==> src/rtl/dac_seg_pkg.sv <==
package dac_seg_pkg;
  // Default geometry of the unary array and the binary segment
  localparam int DEF_SRC_BITS = 4;  // sources per region = 2**DEF_SRC_BITS
  localparam int DEF_REG_BITS = 4;  // number of regions  = 2**DEF_REG_BITS
  localparam int DEF_BIN_BITS = 4;  // binary-weighted cells
endpackage

==> src/rtl/dac_therm_decoder.sv <==
// Step-order thermometer: step k is on when k < value.
module dac_therm_decoder #(
  parameter int VAL_W = 8,
  localparam int STEPS = 1 << VAL_W
) (
  input  logic [VAL_W-1:0] value_i,
  output logic [STEPS-1:0] step_on_o
);
  for (genvar k = 0; k < STEPS; k++) begin : g_step
    localparam logic [VAL_W-1:0] KV = VAL_W'(k);
    assign step_on_o[k] = (KV < value_i);
  end
endmodule

==> src/rtl/dac_step_mapper.sv <==
// Places switching steps on physical cells: step s*NREG+r -> cell r*NSRC+s.
module dac_step_mapper #(
  parameter int SRC_BITS = 4,
  parameter int REG_BITS = 4,
  localparam int NSRC  = 1 << SRC_BITS,
  localparam int NREG  = 1 << REG_BITS,
  localparam int CELLS = NSRC * NREG
) (
  input  logic [CELLS-1:0] step_on_i,
  output logic [CELLS-1:0] cell_on_o
);
  for (genvar r = 0; r < NREG; r++) begin : g_reg
    for (genvar s = 0; s < NSRC; s++) begin : g_src
      assign cell_on_o[r*NSRC + s] = step_on_i[s*NREG + r];
    end
  end
endmodule

==> src/rtl/dac_seg_decoder.sv <==
module dac_seg_decoder
  import dac_seg_pkg::*;
#(
  parameter int SRC_BITS = DEF_SRC_BITS,
  parameter int REG_BITS = DEF_REG_BITS,
  parameter int BIN_BITS = DEF_BIN_BITS,
  localparam int UN_W   = SRC_BITS + REG_BITS,
  localparam int CODE_W = UN_W + BIN_BITS,
  localparam int CELLS  = 1 << UN_W
) (
  input  logic              clk_i,
  input  logic              rst_n_i,
  input  logic              in_valid_i,
  output logic              in_ready_o,
  input  logic [CODE_W-1:0] in_code_i,
  output logic              out_valid_o,
  output logic [CELLS-1:0]  cell_en_o,
  output logic [BIN_BITS-1:0] bin_en_o
);
  logic [UN_W-1:0]     unary_val;
  logic [BIN_BITS-1:0] bin_val;
  logic [CELLS-1:0]    step_on;
  logic [CELLS-1:0]    cell_on;

  assign unary_val  = in_code_i[CODE_W-1:BIN_BITS];
  assign bin_val    = in_code_i[BIN_BITS-1:0];
  assign in_ready_o = 1'b1;

  dac_therm_decoder #(.VAL_W(UN_W)) u_therm (
    .value_i  (unary_val),
    .step_on_o(step_on)
  );

  dac_step_mapper #(.SRC_BITS(SRC_BITS), .REG_BITS(REG_BITS)) u_map (
    .step_on_i(step_on),
    .cell_on_o(cell_on)
  );

  // One register bank for every switch so all change on the same edge
  always_ff @(posedge clk_i) begin
    if (!rst_n_i) begin
      cell_en_o   <= '0;
      bin_en_o    <= '0;
      out_valid_o <= 1'b0;
    end else begin
      out_valid_o <= in_valid_i;
      if (in_valid_i) begin
        cell_en_o <= cell_on;
        bin_en_o  <= bin_val;
      end
    end
  end

  AST_UNARY_COUNT: assert property (@(posedge clk_i) disable iff (!rst_n_i)
    in_valid_i |=> ($countones(cell_en_o) == int'($past(in_code_i[CODE_W-1:BIN_BITS]))));
  AST_BIN_PASS: assert property (@(posedge clk_i) disable iff (!rst_n_i)
    in_valid_i |=> (bin_en_o == $past(in_code_i[BIN_BITS-1:0])));
  AST_FIRST_STEP: assert property (@(posedge clk_i) disable iff (!rst_n_i)
    in_valid_i |=> (cell_en_o[0] == ($past(in_code_i[CODE_W-1:BIN_BITS]) != '0)));
  AST_DUMMY_OFF: assert property (@(posedge clk_i) disable iff (!rst_n_i)
    out_valid_o |-> !cell_en_o[CELLS-1]);
  AST_IDLE_HOLD: assert property (@(posedge clk_i) disable iff (!rst_n_i)
    !in_valid_i |=> ($stable(cell_en_o) && $stable(bin_en_o) && !out_valid_o));
  AST_RESET_CLEAR: assert property (@(posedge clk_i)
    !rst_n_i |=> (cell_en_o == '0 && bin_en_o == '0 && !out_valid_o));
endmodule

==> config.mk <==
export PLATFORM = sky130hd
export DESIGN_NAME = dac_seg_decoder
export DESIGN_NICKNAME = d
export VERILOG_FILES = /design/src/rtl/dac_seg_pkg.sv /design/src/rtl/dac_therm_decoder.sv /design/src/rtl/dac_step_mapper.sv /design/src/rtl/dac_seg_decoder.sv
export SDC_FILE = /design/constraint.sdc
export NUM_CORES = 1
export LEC_CHECK = 0
export ABC_CLOCK_PERIOD_IN_PS = 2000
export BUFFER_PORTS_ARGS = -buffer_cell sky130_fd_sc_hd__clkbuf_2
export CAP_MARGIN = 20
export CORE_MARGIN = 2
export CORE_UTILIZATION = 35
export CTS_CLUSTER_SIZE = 20
export DETAILED_ROUTE_END_ITERATION = 7
export MAX_ROUTING_LAYER = met4
export PLACE_DENSITY_LB_ADDON = 0.08
export SLEW_MARGIN = 30
export SYNTH_ARGS = -nofsm -noshare
export SYNTH_HDL_FRONTEND = slang
export SYNTH_SLANG_ARGS = --single-unit
==> constraint.sdc <==
create_clock -name clk_i -period 2 [get_ports clk_i]
set_input_delay 0.1 -clock clk_i [delete_from_list [all_inputs] [get_ports clk_i]]
set_output_delay 0.1 -clock clk_i [all_outputs]
set_load 0.01 [all_outputs]
==> run summary, run 1 <==
The HPWL reported at the end of detailed placement is ~28000 um. In the final layout, flip-flops and latches occupy 0.00520 sq mm. The number of filler cells placed in the layout came out at 3039.

The mean area per synthesized cell is 9.02 sq um. The worst setup path is launched from an input port. The number of buffers between clock root and the deepest sink is 3.

The total I/O pin count is 277. The placer congestion estimate is just over 0.8. Data arrives at the worst endpoint at between 1.5 and 2 ns. The worst-case IR drop observed on VDD is between 0.6 and 0.7 mV.

The combined global-route utilization of all metal layers is 24.7%. The worst hold path belongs to the class input port to register. The number of flops mapped to enable cells by yosys came out at 0.

Synthesis instantiated 82 different standard cells from the library. The number of detailed-routing iterations run before antenna repair came out at 7. The floorplan core area is 0.0306 sq mm.

The number of antenna violations at the first check in global routing was 0. The number of gates resized after cts is 0. TritonCTS built the clock tree. The final layout contains routed wiring with a total length of 40600 um. The via count of the first global-routing pass is 9792. The sum of overflow across all layers after global routing is 0.

The final max-slew violation count is 0. The buffer cell driving the clock tree root is clkbuf_16. The die covers 0.0325 sq mm. The die is 180 um wide. The largest net degree at the start of global routing is 60.

The effective utilization at floorplan is between 30% and 40%. The maximum level of the CTS H-tree is 1. The total nets after synthesis is around 1200.

The clock latency on the worst-skew pair is roughly 0.55 ns. The number of vias per cell after detailed routing is 5.34. Dividing the final minimum period by the clock period gives 63.0%.

The number of instances in the synthesized netlist came out at 1206. In the synthesized netlist the dominant register cell turns out to be dfxtp_1. The total count of hold-check failures in the final report was 0.

The total vias in the final route came out at 10100. The total DRC errors in the routed layout is 0. The die extent in y came out at 180 um.

Leaving out fill and tap cells, the most frequent cell in the layout is clkbuf_2. The DRC marker count from the first detailed-route iteration is between 500 and 600. The total CTS buffers is 30.

The kind of critical path is input port to register. The count of input and output buffers is 274. Summing all multi-input logic gate instances after layout gives 0.00492 sq mm. The yosys synthesis warning count came out at 0. After layout, the minimum clock period comes to 1.26 ns. Setup repair after global routing left no endpoint under its margin.

The leakage component of the power came out at roughly 6.0 nW. STA puts the critical path data required time at 2.48 ns. The ratio of cells with drive above 1 in the final layout is just under 30%. The worst pin sits at a relative slew slack of 58.6%. The first global-routing pass estimated 61500 um of wire.

The area added between synthesis and finish came out at 28.2%. Setup violations remaining at the end of the flow were counted as 0. The number of synthesized register bits came out at 260. In this run the core area contains 64 standard-cell rows. The register clock-pin slew on the reported worst setup and hold paths came out at 0.06 ns.

The flow ran to the end, and the final reports show no timing, DRC or antenna violations. In the final timing run, aggregate negative setup slack is 0 ns. The async set or reset register ratio after synthesis is 0%.

The mapped netlist covers 0.0109 sq mm. The portion of the post-synthesis area used by sequential elements is roughly 48%. In the layout the commonest cells are clkbuf_2 (272), dfxtp_1 (260), a21oi_1 (159), nand2_1 (118), buf_4 (74). The tool flagged a number of max-cap violations equal to 0. Power spread over the standard cell area amounts to 952 mW/mm^2.

The number of nets in the layout is between 1000 and 1500. Derived from the worst setup path, the maximum achievable clock frequency is roughly 0.8 GHz. The number of antenna cells inserted is 0.

The worst hold margin came out at 0.127 ns. The wire length per cell after detailed routing is 21.5 um. The kind of capture point of the worst setup path is a register. For this design, the sink count on the clock tree is between 200 and 300. The clock arrives with 0 ns of skew.

The final antenna-violating net count came out at 0. At the pin with the least slew margin, the transition time is 0.622 ns. The largest fanout on the critical path came out at 59.
[synth_stat cells (4+ instances only)]
library cell,count,area (sq um)
nor2b_1,37,231
inv_1,13,48.8
o22a_1,6,52.6
buf_2,48,240
a32oi_1,6,52.6
nor3_1,4,20.0
o211a_1,4,40.0
o21a_1,35,263
and4b_1,4,40.0
buf_4,24,180
nand3_1,19,95.1
o21ai_0,61,305
a21boi_0,7,52.6
nor2_1,61,229
a211oi_1,7,52.6
clkbuf_1,54,203
nand2_1,118,443
a22o_1,10,87.6
a22oi_1,11,82.6
o2bb2ai_1,8,70.1
a2bb2oi_1,13,114
o32ai_1,5,43.8
dfxtp_1,260,5200
o31a_1,12,105
buf_1,4,15.0
nand2b_1,13,81.3
a21oi_1,159,796
a31oi_1,24,150
a21o_1,65,488
a211o_1,12,105
o31ai_1,5,37.5
mux2i_1,5,50.1
and2_1,8,50.1
buf_6,6,67.6
o211ai_1,11,82.6
[power breakdown]
group	total (W)	leakage, nW	switching, W	internal [W]
clock	0.00580	0.519	0.00223	0.00357
combinational	0.00178	3.37	0.00109	0.000690
sequential	0.00568	2.15	0.000190	0.00549
total	0.0133	6.03	0.00351	0.00975
[critical path, stage by stage]
cell           delay (ns)
dlygate4sd3_1        0.53
buf_4                0.20
buf_4                0.51
o21ai_0              0.20
a21oi_1              0.15
[metrics by stage]
stage	worst slack [ns]	total power [W]	area (sq um)	utilization [%]	cells
6_report	0.740	0.0133	13900	45.6	1884
3_3_place_gp	0.258	0.00756	12800	42.0	1823
4_1_cts	0.741	0.0134	13900	45.6	1884
5_1_grt	0.547	0.0138	13900	45.6	1884
3_5_place_dp	0.232	0.00757	12800	42.0	1823
2_1_floorplan	0.717	0.00678	10900	-	1206
[per-layer routing]
layer | global-route usage [%] | part of all wire (%) | vias to the layer above
met2 | 38.2 | 46 | 330
met4 | 5.52 | 1.9 | 0
met3 | 5.25 | 6.8 | 55
li1 | - | - | 4834
met5 | - | 0 | -
met1 | 33.1 | 46 | 4848
[repair_timing]
action,in CTS,in global routing
setup buffers,0,0
endpoints found under the hold margin,9,0
hold buffers,5,0
setup endpoints to repair,0,0
[cell type report]
class	instances	area share [%]
multi-input combinational	794	35.3
timing repair buffer	363	15.8
inverter	15	0.458
sequential	260	37.3
clock buffer	45	6.37
clock inverter	11	1.17
tap	396	3.55
[flip-flops by register name (all words and copies together), names as in the netlist]
signal and count:
bin_en_o 4, cell_en_o 255, out_valid_o 1
[cell families after synthesis]
family / share of synthesized area (%)
AO/OA/AOI/OAI: 30.9
buffers and inverters: 7.05
flip-flops: 47.9
multiplexers: 0.460
other: 0.0691
AND/OR/NAND/NOR: 13.6
[final timing paths]
kind	from	end	slack, ns	cells past startpoint
setup / recovery	rst_n_i	cell_en_o[16]	0.74	5
hold / removal	in_valid_i	cell_en_o[30]	0.13	3
setup reg to reg	cell_en_o[166]	cell_en_o[166]	1.04	3
hold reg to reg	cell_en_o[154]	cell_en_o[154]	0.46	2
Note: power is estimated with default switching activity, not from simulation.
==> inputs of run 2 (changes only) <==
- ABC_AREA: not set -> 1
- ABC_CLOCK_PERIOD_IN_PS: 2000 -> 1000
- clock period: 2 -> 1 ns (I/O delays scaled with it)
==> run summary, run 2 <==
The count of placed standard cells including taps is 2049 (+12%). The number of nets in the layout came out at 1764 (+19%). Counting flops per register, the top entry is cell_en_o. The final max-slew violation count is 0 (unchanged).

In the final layout, the registers with the most flip-flops are cell_en_o: 255 flops, bin_en_o: 4 flops, out_valid_o: 1 flops. The stage delay of the slowest cell on the critical path was 0.36 ns (-0.17 ns). In the layout the commonest cells are nand2_1 (392), dfxtp_2 (257), buf_6 (232), a21oi_1 (223), buf_4 (177).

The number of flip-flops in the largest register was 255 (unchanged). The sum of overflow across all layers after global routing is 0 (unchanged). The area share of the largest cell type after synthesis came out at 52.6% (+4.7 points).

The effective utilization at floorplan was 35.6% (+0.070 points). The run finished, with violations left. The end-of-flow core utilization is 58.9% (+13 points). The actual transition at the worst max-transition pin came out at 0.729 ns (+0.107 ns).

TritonCTS built the clock tree. For this run, the leading register cell type out of synthesis is dfxtp_1. The async set or reset register ratio after synthesis came to 0% (unchanged). The worst setup path is launched from a register. The largest fanout on the critical path is 2 (-97%).

The combined global-route utilization of all metal layers is 27.4% (+2.7 points). The placer congestion estimate came out at 0.917 (+12%). The number of vias per cell after detailed routing came out at 4.97 (-7.1%). The worst hold margin came out at 0.0278 ns (-0.0992 ns).

The total vias in the final route came out at 10700 (+6.0%). The clock sink total was 260 (unchanged). The maximum clock skew at final layout came out at 0 ns (unchanged). The total nets after synthesis is 1347 (+10%). The final standard cell count with taps included and fillers excluded came out at 2149 (+14%). The headroom to the max-slew limit came out at 51.3% (-7.3 points).

STA classifies the critical path endpoint as a primary output. The number of flops mapped to enable cells by yosys was 0 (unchanged). The total CTS buffers came out at 28 (-6.7%).

The fmax came out at 0.931 GHz. The required time at the endpoint of the critical path is 0.95 ns (-1.53 ns). The number of buffers and inverters on the critical path is 1 (-2). The total count of hold-check failures in the final report came out at 0 (unchanged).

The number of antenna cells inserted is 0 (unchanged). The final worst-path setup slack was -0.0741 ns (-0.814 ns). The final routed wirelength across all metal layers is 41600 um (+2.5%).

On the critical path the largest part of the delay comes from flip-flops. The number of detailed-routing iterations run before antenna repair came out at 5 (-2). The checks that failed: negative setup slack. The ratio of cells with drive above 1 in the final layout is 46.1% (+17 points). The leakage component of the power is 7.30 nW (+21%). The via count of the first global-routing pass came out at 9955 (+1.7%). The portion of the post-synthesis area used by sequential elements came to 52.6% (+4.7 points). Walking the worst path, the cells encountered are buf_6. The number of instances in the synthesized netlist was 1332 (+10%). The number of setup violations in the final report came out at 260 (+260). The buffer cell driving the clock tree root is clkbuf_16. The die span in x is 172 um (-4.5%). The count of input and output buffers is 274 (unchanged). The wire length of the first global-routing pass is 59600 um (-3.1%). The total DRC errors in the routed layout is 0 (unchanged). The die area is 0.0296 sq mm (-8.8%). The number of rows in the core area is 61 (-4.7%). The number of buffers between clock root and the deepest sink came out at 3 (unchanged). The most common cell in the synthesized netlist is nand2_1.

The worst voltage drop across the vdd grid came out at 1.18 mV (+93%). The maximum level of the CTS H-tree is 1 (unchanged). The floorplan core area is 0.0278 sq mm (-9.2%). The tightest min-delay check is of the input port to register type. The die extent in y is 172 um (-4.5%). The number of synthesized register bits is 260 (unchanged).

The number of antenna violations at the first check in global routing came out at 0 (unchanged). The shortest clock period the worst path allows after layout is 1.07 ns. On the critical path, the stage with the largest delay is an instance of dfxtp_2. The final antenna-violating net count came out at 0 (unchanged). The DRC marker count from the first detailed-route iteration came out at 807 (+39%). The register clock-pin slew on the reported worst setup and hold paths came out at 0.06 ns (about the same).

The post-route fraction of the period consumed by the critical path is 107%. The wire length per cell after detailed routing is 19.4 um (-10%). The synthesized design spends more area on one cell type than any other, namely dfxtp_1. The power density normalized to cell area is 1650 mW/mm^2 (+74%). Sorting the synthesized cells by area gives the leading types as dfxtp_1 (53%), nand2_1 (15%), a21oi_1 (11%). The area added between synthesis and finish came out at 65.5%. The data arrival time of the worst path is 1.02 ns (-0.72 ns).

The mean area per synthesized cell is 7.43 sq um (-18%). The HPWL reported at the end of detailed placement is 28600 um (+0.73%). Setup repair after global routing could not meet its margin everywhere.

The netlist area before placement is 0.00989 sq mm (-9.0%). The largest net degree at the start of global routing is 72 (+20%). The unique cell type count in the Yosys netlist is 25 (-70%). The count of maximum capacitance violations is 0 (unchanged).

The total I/O pin count came to 277 (unchanged). By startpoint and endpoint, the worst setup path is classified as register to primary output. The clock latency on the worst-skew pair came to 0.53 ns (-0.02 ns).

Leaving out fill and tap cells, the most frequent cell in the layout is nand2_1. In the synthesized netlist, the cells that appear most often are nand2_1 (398), dfxtp_1 (260), a21oi_1 (227). The yosys synthesis warning count is 0 (unchanged).
-- run 2: cell types whose count changed in the layout (fill, tap and decap cells not counted), sizes merged, moves of 26 or more --
cell / change
o21a: -35
buf: +376
o21ai: +83
a21oi: +65
a21o: -65
clkbuf: -267
nand3: +26
inv: +60
nand2: +282
nor2b: -37
-- run 2: power breakdown --
| group | internal [W] | total [W] | switching, W | leakage, nW |
|---|---|---|---|---|
| registers | 0.0111 | 0.0117 | 0.000541 | 2.24 |
| logic | 0.00225 | 0.00451 | 0.00226 | 4.57 |
| clock network | 0.00660 | 0.0109 | 0.00430 | 0.489 |
-- run 2: what timing repair did --
action,4_1_cts,5_1_grt
buffers inserted,19,22
hold buffers,7,0
resized for setup,293,499
hold endpoints to repair,18,0
endpoints found under the setup margin,260,272
cloned,0,0
-- run 2: per-layer routing --
metal	global-route usage [%]	vias up	part of all wire (%)
met4	6.87	0	2.7
met5	-	-	0
met3	4.90	65	6.8
li1	-	5186	-
met2	44.1	390	47
met1	35.8	5030	43
-- run 2: cells by family (layout without fill, tap and decap cells) --
| kind of cell | Yosys count | after routing | share of synthesized area [%] |
|---|---|---|---|
| and+or+nand+nor | 504 | 504 | 19.9 |
| AOI/OAI and AO/OA | 395 | 395 | 20.5 |
| DFF | 260 | 260 | 52.6 |
| buffers and inverters | 171 | 610 | 6.92 |
| other | 2 | 2 | 0.0759 |
-- run 2: cell type report --
| class | instances | area, sq um |
|---|---|---|
| Clock inverter | 16 | 183 |
| Fill cell | 2586 | 11400 |
| Timing Repair Buffer | 483 | 5000 |
| Sequential cell | 260 | 5540 |
| Inverter | 75 | 294 |
| Clock buffer | 36 | 792 |
| Tap cell | 378 | 473 |
| Multi-Input combinational cell | 901 | 4090 |
-- run 2: final timing paths --
kind / to / cells past startpoint / start / slack [ns]
hold reg to reg: cell_en_o[191] / 2 / cell_en_o[191] / 0.47
hold / removal: cell_en_o[48] / 4 / in_code_i[6] / 0.03
setup / recovery: cell_en_o[145] / 1 / cell_en_o[145] / -0.07
setup reg to reg: cell_en_o[97] / 5 / cell_en_o[97] / 0.18
-- run 2: through the flow --
stage          setup TNS (ns)  setup WS, ns  total power [W]  area (sq um)
6_report                -8.66       -0.0741           0.0271         16400
5_1_grt                -14.94       -0.0936           0.0281         16400
4_1_cts                -15.80        -0.106           0.0264         14700
3_5_place_dp           -69.37        -0.471           0.0152         12900
3_3_place_gp           -66.70        -0.476           0.0152         12900
2_1_floorplan           -1.31       -0.0426           0.0132         10000
-- run 2: worst register-to-register path: cells and delay by family, from the launching register on --
| kind | cells | cell delay [ns] |
|---|---|---|
| AOI/OAI and AO/OA | 1 | 0.13 |
| and+or+nand+nor | 2 | 0.11 |
| buffers and inverters | 2 | 0.15 |
| DFF | 1 | 0.35 |
